`src/rtl/lane_sclk_gate_pkg.sv`:
```
package lane_sclk_gate_pkg;
  localparam int unsigned MODE_W = 2;
  localparam int unsigned GATE_BIT = 1;
  localparam int unsigned DYN_BIT = 0;

  typedef logic [MODE_W-1:0] mode_t;

  typedef struct packed {
    logic gate_allow;
    logic req_dynamic;
  } mode_dec_t;

  function automatic mode_dec_t decode_mode(input mode_t m);
    mode_dec_t d;
    d.gate_allow  = m[GATE_BIT];
    d.req_dynamic = m[DYN_BIT];
    return d;
  endfunction
endpackage

```
`src/rtl/lane_sclk_mode_reg.sv`:
```
module lane_sclk_mode_reg
  import lane_sclk_gate_pkg::*;
#(
  parameter mode_t RST_MODE = '0
) (
  input  logic  clk,
  input  logic  rst,
  input  logic  we,
  input  mode_t wdata,
  output mode_t mode_q
);
  always_ff @(posedge clk) begin
    if (rst) begin
      mode_q <= RST_MODE;
    end else if (we) begin
      mode_q <= wdata;
    end
  end
endmodule

```
`src/rtl/lane_sclk_gate_fsm.sv`:
```
module lane_sclk_gate_fsm #(
  parameter bit EN_RST_VAL = 1'b1
) (
  input  logic clk,
  input  logic rst,
  input  logic gate_allow,
  input  logic in_deep,
  input  logic cm_chg_req,
  output logic sclk_en_q
);
  logic may_gate;

  always_comb begin
    may_gate = gate_allow && in_deep && !cm_chg_req;
  end

  always_ff @(posedge clk) begin
    if (rst) begin
      sclk_en_q <= EN_RST_VAL;
    end else begin
      sclk_en_q <= !may_gate;
    end
  end
endmodule

```
`src/rtl/lane_sclk_req_gen.sv`:
```
module lane_sclk_req_gen #(
  parameter bit REQ_RST_VAL = 1'b1,
  parameter bit CHAIN_EN    = 1'b1
) (
  input  logic clk,
  input  logic rst,
  input  logic req_dynamic,
  input  logic in_deep,
  input  logic sclk_need,
  input  logic prev_lane_req,
  input  logic force_lvl,
  output logic lane_req_q
);
  logic chain_in;
  logic dyn_req;
  logic req_nxt;

  generate
    if (CHAIN_EN) begin : g_chain
      assign chain_in = prev_lane_req;
    end else begin : g_no_chain
      assign chain_in = 1'b0;
    end
  endgenerate

  always_comb begin
    dyn_req = !in_deep || sclk_need || chain_in;
    req_nxt = req_dynamic ? dyn_req : force_lvl;
  end

  always_ff @(posedge clk) begin
    if (rst) begin
      lane_req_q <= REQ_RST_VAL;
    end else begin
      lane_req_q <= req_nxt;
    end
  end
endmodule

```
`src/rtl/lane_sclk_gate_ctl.sv`:
```
module lane_sclk_gate_ctl
  import lane_sclk_gate_pkg::*;
#(
  parameter int unsigned PS_W       = 2,
  parameter int unsigned DEEP_STATE = 3
) (
  input  logic            clk,
  input  logic            rst,
  input  logic            mode_we,
  input  logic [1:0]      mode_wdata,
  input  logic [PS_W-1:0] pwr_state,
  input  logic            sclk_need,
  input  logic            cm_chg_req,
  input  logic            prev_lane_req,
  input  logic            force_lvl,
  output logic            sclk_en,
  output logic            lane_req
);
  localparam logic [PS_W-1:0] DEEP_CODE = PS_W'(DEEP_STATE);

  mode_t     mode_q;
  mode_dec_t mdec;
  logic      in_deep;

  assign mdec    = decode_mode(mode_q);
  assign in_deep = (pwr_state == DEEP_CODE);

  lane_sclk_mode_reg #(.RST_MODE(2'b00)) u_mode (
    .clk    (clk),
    .rst    (rst),
    .we     (mode_we),
    .wdata  (mode_wdata),
    .mode_q (mode_q)
  );

  lane_sclk_gate_fsm #(.EN_RST_VAL(1'b1)) u_gate (
    .clk        (clk),
    .rst        (rst),
    .gate_allow (mdec.gate_allow),
    .in_deep    (in_deep),
    .cm_chg_req (cm_chg_req),
    .sclk_en_q  (sclk_en)
  );

  lane_sclk_req_gen #(.REQ_RST_VAL(1'b1), .CHAIN_EN(1'b1)) u_req (
    .clk           (clk),
    .rst           (rst),
    .req_dynamic   (mdec.req_dynamic),
    .in_deep       (in_deep),
    .sclk_need     (sclk_need),
    .prev_lane_req (prev_lane_req),
    .force_lvl     (force_lvl),
    .lane_req_q    (lane_req)
  );
endmodule

```
`config.mk`:
```
export PLATFORM = sky130hd
export DESIGN_NAME = lane_sclk_gate_ctl
export DESIGN_NICKNAME = d
export VERILOG_FILES = /design/src/rtl/lane_sclk_gate_pkg.sv /design/src/rtl/lane_sclk_mode_reg.sv /design/src/rtl/lane_sclk_gate_fsm.sv /design/src/rtl/lane_sclk_req_gen.sv /design/src/rtl/lane_sclk_gate_ctl.sv
export SDC_FILE = /design/constraint.sdc
export NUM_CORES = 1
export LEC_CHECK = 0
export ABC_AREA = 1
export CORE_AREA = 4 4 41 43
export CTS_BUF_LIST = sky130_fd_sc_hd__clkbuf_4 sky130_fd_sc_hd__clkbuf_8 sky130_fd_sc_hd__clkbuf_16
export DETAILED_ROUTE_END_ITERATION = 6
export DIE_AREA = 0 0 45 47
export SETUP_SLACK_MARGIN = 0.05
export SLEW_MARGIN = 0
export SYNTH_ARGS = -nofsm -noshare
export SYNTH_HDL_FRONTEND = slang
export SYNTH_HIERARCHICAL = 1
export SYNTH_SLANG_ARGS = --single-unit
```
`constraint.sdc`:
```
create_clock -name clk -period 0.8 [get_ports clk]
set_input_delay 0.16 -clock clk [delete_from_list [all_inputs] [get_ports clk]]
set_output_delay 0.16 -clock clk [all_outputs]
set_load 0.02 [all_outputs]
```
After elaboration in Yosys (flattened, before gate mapping)
Cells that the tools add are included.
{"block": "op_classes", "n_addsub": 0, "multipliers": 0, "div": 0, "n_lt_le_gt_ge": 0, "eq_ne": 1, "shift": 0, "muxes": 1, "bitwise_logic": 0, "reduce_logical": 7}
{"operator": "zero test 1 bit", "n": 3}
{"operator": "== test 2 bit, second input constant", "n": 1}
{"operator": "logical AND 1 bit", "n": 2}
{"operator": "logical OR 1 bit", "n": 2}
{"operator": "two-way mux 1 bit", "n": 1}
{"block": "word_totals", "ff_bits": 4, "latchBits": 0, "ram_bits": 0, "mem_bits_ro": 0, "input_bits": 11, "n_memories": 0}

Longest topological paths before layout
Gate-level depths: netlist of run 1.
{"block": "depth", "word_depth": 5, "mapped_depth": 5, "depth_no_buf": 5}

Hierarchy
The synthesis of run 1 kept the hierarchy.
{"module": "lane_sclk_mode_reg", "instances": 1, "cells_per_inst": 13, "area_per_inst_um2": 81.3, "seq_area_each_um2": 40.0}
{"module": "lane_sclk_req_gen", "instances": 1, "cells_per_inst": 8, "area_per_inst_um2": 52.6, "seq_area_each_um2": 20.0}
{"module": "lane_sclk_gate_fsm", "instances": 1, "cells_per_inst": 5, "area_per_inst_um2": 35.0, "seq_area_each_um2": 20.0}
{"module": "lane_sclk_gate_ctl", "instances": 1, "cells_per_inst": 2, "area_per_inst_um2": 7.5, "seq_area_each_um2": 0.0}

Worst setup path before layout of run 1
Ideal clock, no wire load.
{"block": "synth_path", "path_kind": "reg-to-reg", "from": "register u_mode.mode_q[0]", "to": "register u_req.lane_req_q", "t_arrival_ns": 0.510, "required_time_ns": 0.687, "path_slack_ns": 0.177, "path_stages_with_launch": 4, "n_path_buf": 0, "cell_sequence": "dfxtp_1 > inv_1 > a21oi_2 > nand2_1"}
{"block": "synth_between", "elab_chain_cells": 1}
{"element": "from (decl)", "line": "lane_sclk_mode_reg.sv:10", "rtl": "output mode_t mode_q"}
{"element": "from (signal assigned)", "line": "lane_sclk_mode_reg.sv:16", "rtl": "mode_q <= wdata;"}
{"element": "two-way mux 1 bit", "line": "lane_sclk_req_gen.sv:28", "rtl": "req_nxt = req_dynamic ? dyn_req : force_lvl;"}
{"element": "to (signal assigned)", "line": "lane_sclk_req_gen.sv:35", "rtl": "lane_req_q <= req_nxt;"}
{"element": "to (decl)", "line": "lane_sclk_req_gen.sv:12", "rtl": "output logic lane_req_q"}
Every way passes these cells.
A chain may end at the register's enable or synchronous reset.

Worst setup path after layout of run 1
{"block": "layout_path", "from": "register u_gate.sclk_en_q", "to": "output sclk_en"}
{"element": "from (decl)", "line": "lane_sclk_gate_fsm.sv:9", "rtl": "output logic sclk_en_q"}
{"element": "from (signal assigned)", "line": "lane_sclk_gate_fsm.sv:21", "rtl": "sclk_en_q <= !may_gate;"}
{"element": "to (decl)", "line": "lane_sclk_gate_ctl.sv:16", "rtl": "output logic sclk_en,"}
No word-level cell between the ends.

==> out/metrics.yaml, run 1 <==
setup_viol: 2
synth.area.mux_share: 0
synth_compound_area_frac: 0.0496
synthAdderAreaFrac: 0
cts-root-buf: "clkbuf_4"
synthesis.nets: 39
clkSinkCount: 4
cp_data_arrival_time_ns: 0.66
post_dp_cell_area_um2: 315
syn2layout_area_growth_pct: 94.3
grt_pass1_vias: 162
insertion_delay_ns: 0.23
cts_max_level: 1
yosys.area_share.simple: 0.326
hold_viol_final: 0
antenna_found_initial: 0
maxSlewHeadroom: 0.895
fin_crit_ns: 0.822
async_flop_share: 0
powerDensity_nw_per_um2: 1630
cts_tree: "done"
cellLeakagePower_nw: 0.186
drt_iter0_drc: 1
final_core_util: 0.263
clk_pin_slew_ns: 0.04
yosysTopAreaCell: "dfxtp_1"
die_h_um: 47
firstDrtPassIters: 2
postCtsSetupBuffers: 0
post-place-ws_ns: -0.245
synthTopCellsByCount: "9 x nand2_1, 8 x inv_1, 5 x nor2_1"
ys_seq_elements: 4
port-buffer-count: 12
num-fill-cells: 168
wl_um: 417
path_class: "reg -> out"
grt_overflow_total: 0
crit_start: "u_gate/sclk_en_q$_SDFF_PP1_"
fmax_mhz: 1220
start_kind: "flip-flop"
dieArea_um2: 2120
synth-xor-area-share: 0
hold_path_class: "in -> reg"
cp-end-kind: "output pin"
worst_path_max_delay_cell: "dfxtp_2"
min_from: "rst"
nNetsFinal: 56
io_pins: 13
drcViolationCount: 0
drive_above_1_share: 0.186
numCtsBuffers: 3
crit_chain: "buf_6"
initial_core_util: 0.136
vias_per_cell: 3.50
finClkSkew_ns: 0.00174
crit_fanout: 1
slowest_delay_ns: 0.31
antennaDiodeCount: 0
violations: "setup timing"
rows: 13
grtUsageTotal: 0.0490
place.gp.congestion: 0.706
worstMarginPinSlew_ns: 0.158
status: "finished with violations"
rsz0062_at_grt: "yes"
finalInstanceArea_um2: 343
p_total_w: 0.000560
worstPathRequired_ns: 0.64
yosys_warnings: 6
fp.coreArea_um2: 1300
synthCells: 28
syn_avg_cell_area_um2: 6.30
grt_start_max_net_pins: 5
grt_pass1_wl_um: 593
maxCapViolCount: 0
slew_viol_final: 0
fp.dieW_um: 45
crit_family: "flip-flops"
synth_top_family_by_area: "simple AND/OR/NAND/NOR gates"
synth_area_um2: 176
synth-edff-count: 0
post-route-period-util: 1.03
routedWlPerCell_um: 7.19
r2r-start: "u_mode/mode_q[0]$_SDFFE_PP0P_"
worst_slack_ns: -0.0219
vdd_drop_max_mv: 0.534
synth_seq_area_share: 0.454
yosys-top-cells-area: "dfxtp_1 45%, nand2_1 19%, inv_1 17%"
antenna_left: 0
path_buf_inv: 1
vias: 203
ys_types: 6
clk_path_buf_depth: 2
netlist.area_leader.share: 0.454
yosys_most_used_dff: "dfxtp_1"
synth.most_common_cell: "nand2_1"
==> flip-flops by register name, summed over array words and instances, names as in the netlist <==
| register | flops |
|---|---|
| u_mode/mode_q | 2 |
| u_gate/sclk_en_q | 1 |
| u_req/lane_req_q | 1 |
==> per-layer routing <==
metal	GRT usage	up-vias	part of all wire
li1	-	109	-
met1	0.0341	84	0.38
met2	0.0650	10	0.46
met3	0.0690	0	0.16
met4	0.0351	0	0
met5	0	-	0
==> cell usage in the layout (no fill, tap or decap), types with 2 or more instances in the layout <==
master,count
clkdlybuf4s50_1,7
dfxtp_2,2
buf_6,2
dlygate4sd2_1,2
nand2_1,9
inv_1,8
clkbuf_4,3
dfxtp_1,2
nor2_1,5
==> cell families after synthesis <==
group,count (synthesis)
and+or+nand+nor,15
buffers and inverters,8
AOI/OAI and AO/OA,1
DFF,4
==> timing repair <==
| item | CTS | global route |
|---|---|---|
| pin swaps | 2 | 0 |
| endpoints found under the setup margin | 3 | 4 |
| hold buffers | 0 | 0 |
| gates resized for setup | 16 | 1 |
==> where the power goes <==
| group | switching (W) | internal (W) |
|---|---|---|
| combinational | 0.0000336 | 0.0000593 |
| sequential | 0.00000585 | 0.000213 |
| clock | 0.0000807 | 0.000168 |
==> final cells by class <==
type,count,area (µm²),share of cell area
Sequential cell,4,82.6,0.241
Clock buffer,3,22.5,0.0657
Multi-Input combinational cell,16,66.3,0.193
Timing Repair Buffer,12,123,0.358
Tap cell,15,18.8,0.0547
Inverter,8,30.0,0.0876
==> path summary, 6_finish.rpt <==
path                            endpoint  cells past startpoint  slack [ns]
max                              sclk_en                      1       -0.02
min          u_req/lane_req_q$_SDFF_PP1_                      3        0.20
max reg2reg  u_req/lane_req_q$_SDFF_PP1_                      3        0.14
min reg2reg  u_gate/sclk_en_q$_SDFF_PP1_                      3        0.47
==> per-stage QoR <==
stage,hold WS (ns),setup TNS (ns),cells
finish,0.200,-0.0375,58
global placement,0.448,-1.18,55
detailed placement,0.452,-1.20,55
CTS,0.374,-0.0601,58
global route,0.243,-0.0823,58
floorplan,0.248,0,28
(Power assumes the default switching activity.)
==> run 2: changes to the inputs <==
- ABC_AREA: 1 -> 0
- CORE_AREA: 4 4 41 43 -> 2 2 39 41
- CTS_BUF_LIST: sky130_fd_sc_hd__clkbuf_4 sky130_fd_sc_hd__clkbuf_8 sky130_fd_sc_hd__clkbuf_16 -> sky130_fd_sc_hd__clkbuf_4
- DIE_AREA: 0 0 45 47 -> 0 0 41 43
==> run 2 against run 1 <==
  * Combinational power down 14%
  * Largest cell class unchanged
  * Global-route usage is essentially flat
  * Sequential cell count unchanged
  * Hold slack improved by 0.12 ns
  * Critical endpoint unchanged
  * Critical path depth unchanged
  * The run still ends with setup timing left
  * Clock skew down 0.0017 ns
  * Count of clock-buffer cells in the layout did not move
==> out/metrics.yaml, run 2 <==
status: "finished with violations"
violations: "setup timing"
place.gp.congestion: 0.500
antennaDiodeCount: 0
cts_max_level: 1
setup_viol: 2
synth_area_um2: 149
reg_top3: "u_mode/mode_q: 2 flops, u_gate/sclk_en_q: 1 flops, u_req/lane_req_q: 1 flops"
ys_seq_elements: 4
cts-root-buf: "clkbuf_4"
seqPwrFrac: 0.394
yosys-top-cells-area: "dfxtp_1 54%, mux2i_1 13%, and4bb_1 8.4%"
crit_family: "flip-flops"
final_common_cell: "clkdlybuf4s50_1"
switching_share: 0.203
fin_crit_ns: 0.819
worst_slack_ns: -0.0194
die_h_um: 43
initial_core_util: 0.108
start_kind: "flip-flop"
cellLeakagePower_nw: 0.151
worstPathRequired_ns: 0.64
drt_iter0_drc: 0
worst_path_max_delay_cell: "dfxtp_2"
hold_viol_final: 0
antenna_found_initial: 0
syn2layout_area_growth_pct: 118
fmax_mhz: 1220
maxCapViolCount: 0
grt_pass1_wl_um: 531
dp_hpwl_um: 298
routedWlPerCell_um: 8.24
port-buffer-count: 12
synthesis.nets: 24
synthCells: 13
async_flop_share: 0
p_comb_frac: 0.146
clkSinkCount: 4
regArea_um2: 83.8
insertion_delay_ns: 0.23
largest_register: "u_mode/mode_q"
fp.coreArea_um2: 1380
synth-edff-count: 0
syn_avg_cell_area_um2: 11.5
clk_pin_slew_ns: 0.04
internal_power_w: 0.000437
rows: 14
worstMarginPinSlew_ns: 0.114
yosys_warnings: 6
cts_tree: "done"
netlist.area_leader.share: 0.538
synthTopCellsByCount: "4 x dfxtp_1, 3 x nor2_1, 2 x mux2i_1"
yosysTopAreaCell: "dfxtp_1"
wl_um: 371
clkPwrFrac: 0.461
grt_overflow_total: 0
powerDensity_nw_per_um2: 1690
drcViolationCount: 0
path_class: "reg -> out"
instances_no_fill: 45
vias_per_cell: 3.42
firstDrtPassIters: 1
drive_above_1_share: 0.345
vias: 154
vdd_drop_max_mv: 0.252
antenna_left: 0
place_inst: 42
synth_seq_area_share: 0.538
rrSetupSlack_ns: 0.10
post_dp_cell_area_um2: 297
cp-end-kind: "output pin"
grt_pass1_vias: 151
hold_path_class: "in -> reg"
post-place-ws_ns: -0.332
fp.dieW_um: 41
slowest_delay_ns: 0.31
synth.most_common_cell: "dfxtp_1"
finClkSkew_ns: 0.0000464
yosys_most_used_dff: "dfxtp_1"
largest_reg_flops: 2
numCtsBuffers: 3
cp_data_arrival_time_ns: 0.66
post-route-period-util: 1.02
crit_chain: "buf_6"
nNetsFinal: 42
grt_start_max_net_pins: 5
rsz0062_at_grt: "yes"
dieArea_um2: 1760
crit_fanout: 1
slew_viol_final: 0
clk_path_buf_depth: 2
maxSlewHeadroom: 0.922
num-fill-cells: 167
ys_types: 7
power.switching_w: 0.000112
finalInstanceArea_um2: 325
io_pins: 13
mostFrequentLayoutCells: "5 x clkdlybuf4s50_1, 4 x dlygate4sd2_1, 3 x clkbuf_4, 3 x dfxtp_2, 3 x nor2_1"
path_buf_inv: 1
multi_input_area_um2: 71.3
grtUsageTotal: 0.0490
[run 2: cell types whose count changed after synthesis]
cell	change
a21oi_2	-1
and2_1	+1
and4bb_1	+1
inv_1	-8
mux2i_1	+2
nand2_1	-9
nand3_1	-1
nand4bb_1	+1
nor2_1	-2
o21bai_1	+1
[run 2: worst min-delay path: cells and delay by family]
kind / cells / cell delay [ns]
buffers and inverters: 1 / 0.07
AOI/OAI and AO/OA: 1 / 0.11
and+or+nand+nor: 1 / 0.18
[run 2: power by group through the flow]
stage          Clock, W  Sequential [W]  Combinational [W]
6_report       0.000253        0.000216          0.0000799
5_1_grt        0.000277        0.000217          0.0000867
4_1_cts        0.000267        0.000216          0.0000818
3_3_place_gp          0        0.000217          0.0000843
3_5_place_dp          0        0.000218          0.0000855
2_1_floorplan         0        0.000221          0.0000176
[run 2: per-layer routing]
layer  track usage  up-vias  part of all wire
li1              -       78                 -
met1        0.0287       70              0.34
met2        0.0813        6              0.56
met3        0.0262        0             0.097
met4        0.0600        0                 0
met5             0        -                 0
[run 2: worst paths after layout]
path,startpoint,end,cells past startpoint
max,u_gate/sclk_en_q$_SDFF_PP1_,sclk_en,1
min,sclk_need,u_req/lane_req_q$_SDFF_PP1_,3
max reg2reg,u_mode/mode_q[0]$_SDFFE_PP0P_,u_req/lane_req_q$_SDFF_PP1_,2
min reg2reg,u_mode/mode_q[1]$_SDFFE_PP0P_,u_gate/sclk_en_q$_SDFF_PP1_,1
[run 2: logic make-up after synthesis]
| logic type | synth area share |
|---|---|
| AND/OR/NAND/NOR | 0.277 |
| flip-flops | 0.538 |
| multiplexers | 0.134 |
| AO/OA/AOI/OAI | 0.0504 |
[run 2: final cells by class]
class                      count  share of cell area
sequential                     4               0.258
multi-input combinational      9               0.219
clock buffer                   3              0.0692
timing repair buffer          13               0.392
tap                           16              0.0615
[run 2: through the flow]
stage	utilization	setup TNS, ns	hold WS (ns)	total power [W]
2_1_floorplan	-	0	0.232	0.000239
3_3_place_gp	0.214	-1.50	0.404	0.000302
3_5_place_dp	0.214	-1.58	0.413	0.000303
4_1_cts	0.232	-0.0605	0.375	0.000564
5_1_grt	0.235	-0.0874	0.348	0.000581
6_report	0.235	-0.0375	0.323	0.000549
[run 2: timing repair]
| item | in CTS | in global routing |
|---|---|---|
| setup endpoints to repair | 6 | 3 |
| pin swaps | 3 | 0 |
| setup buffers | 0 | 0 |
| hold buffers | 0 | 0 |
| gates resized for setup | 19 | 2 |
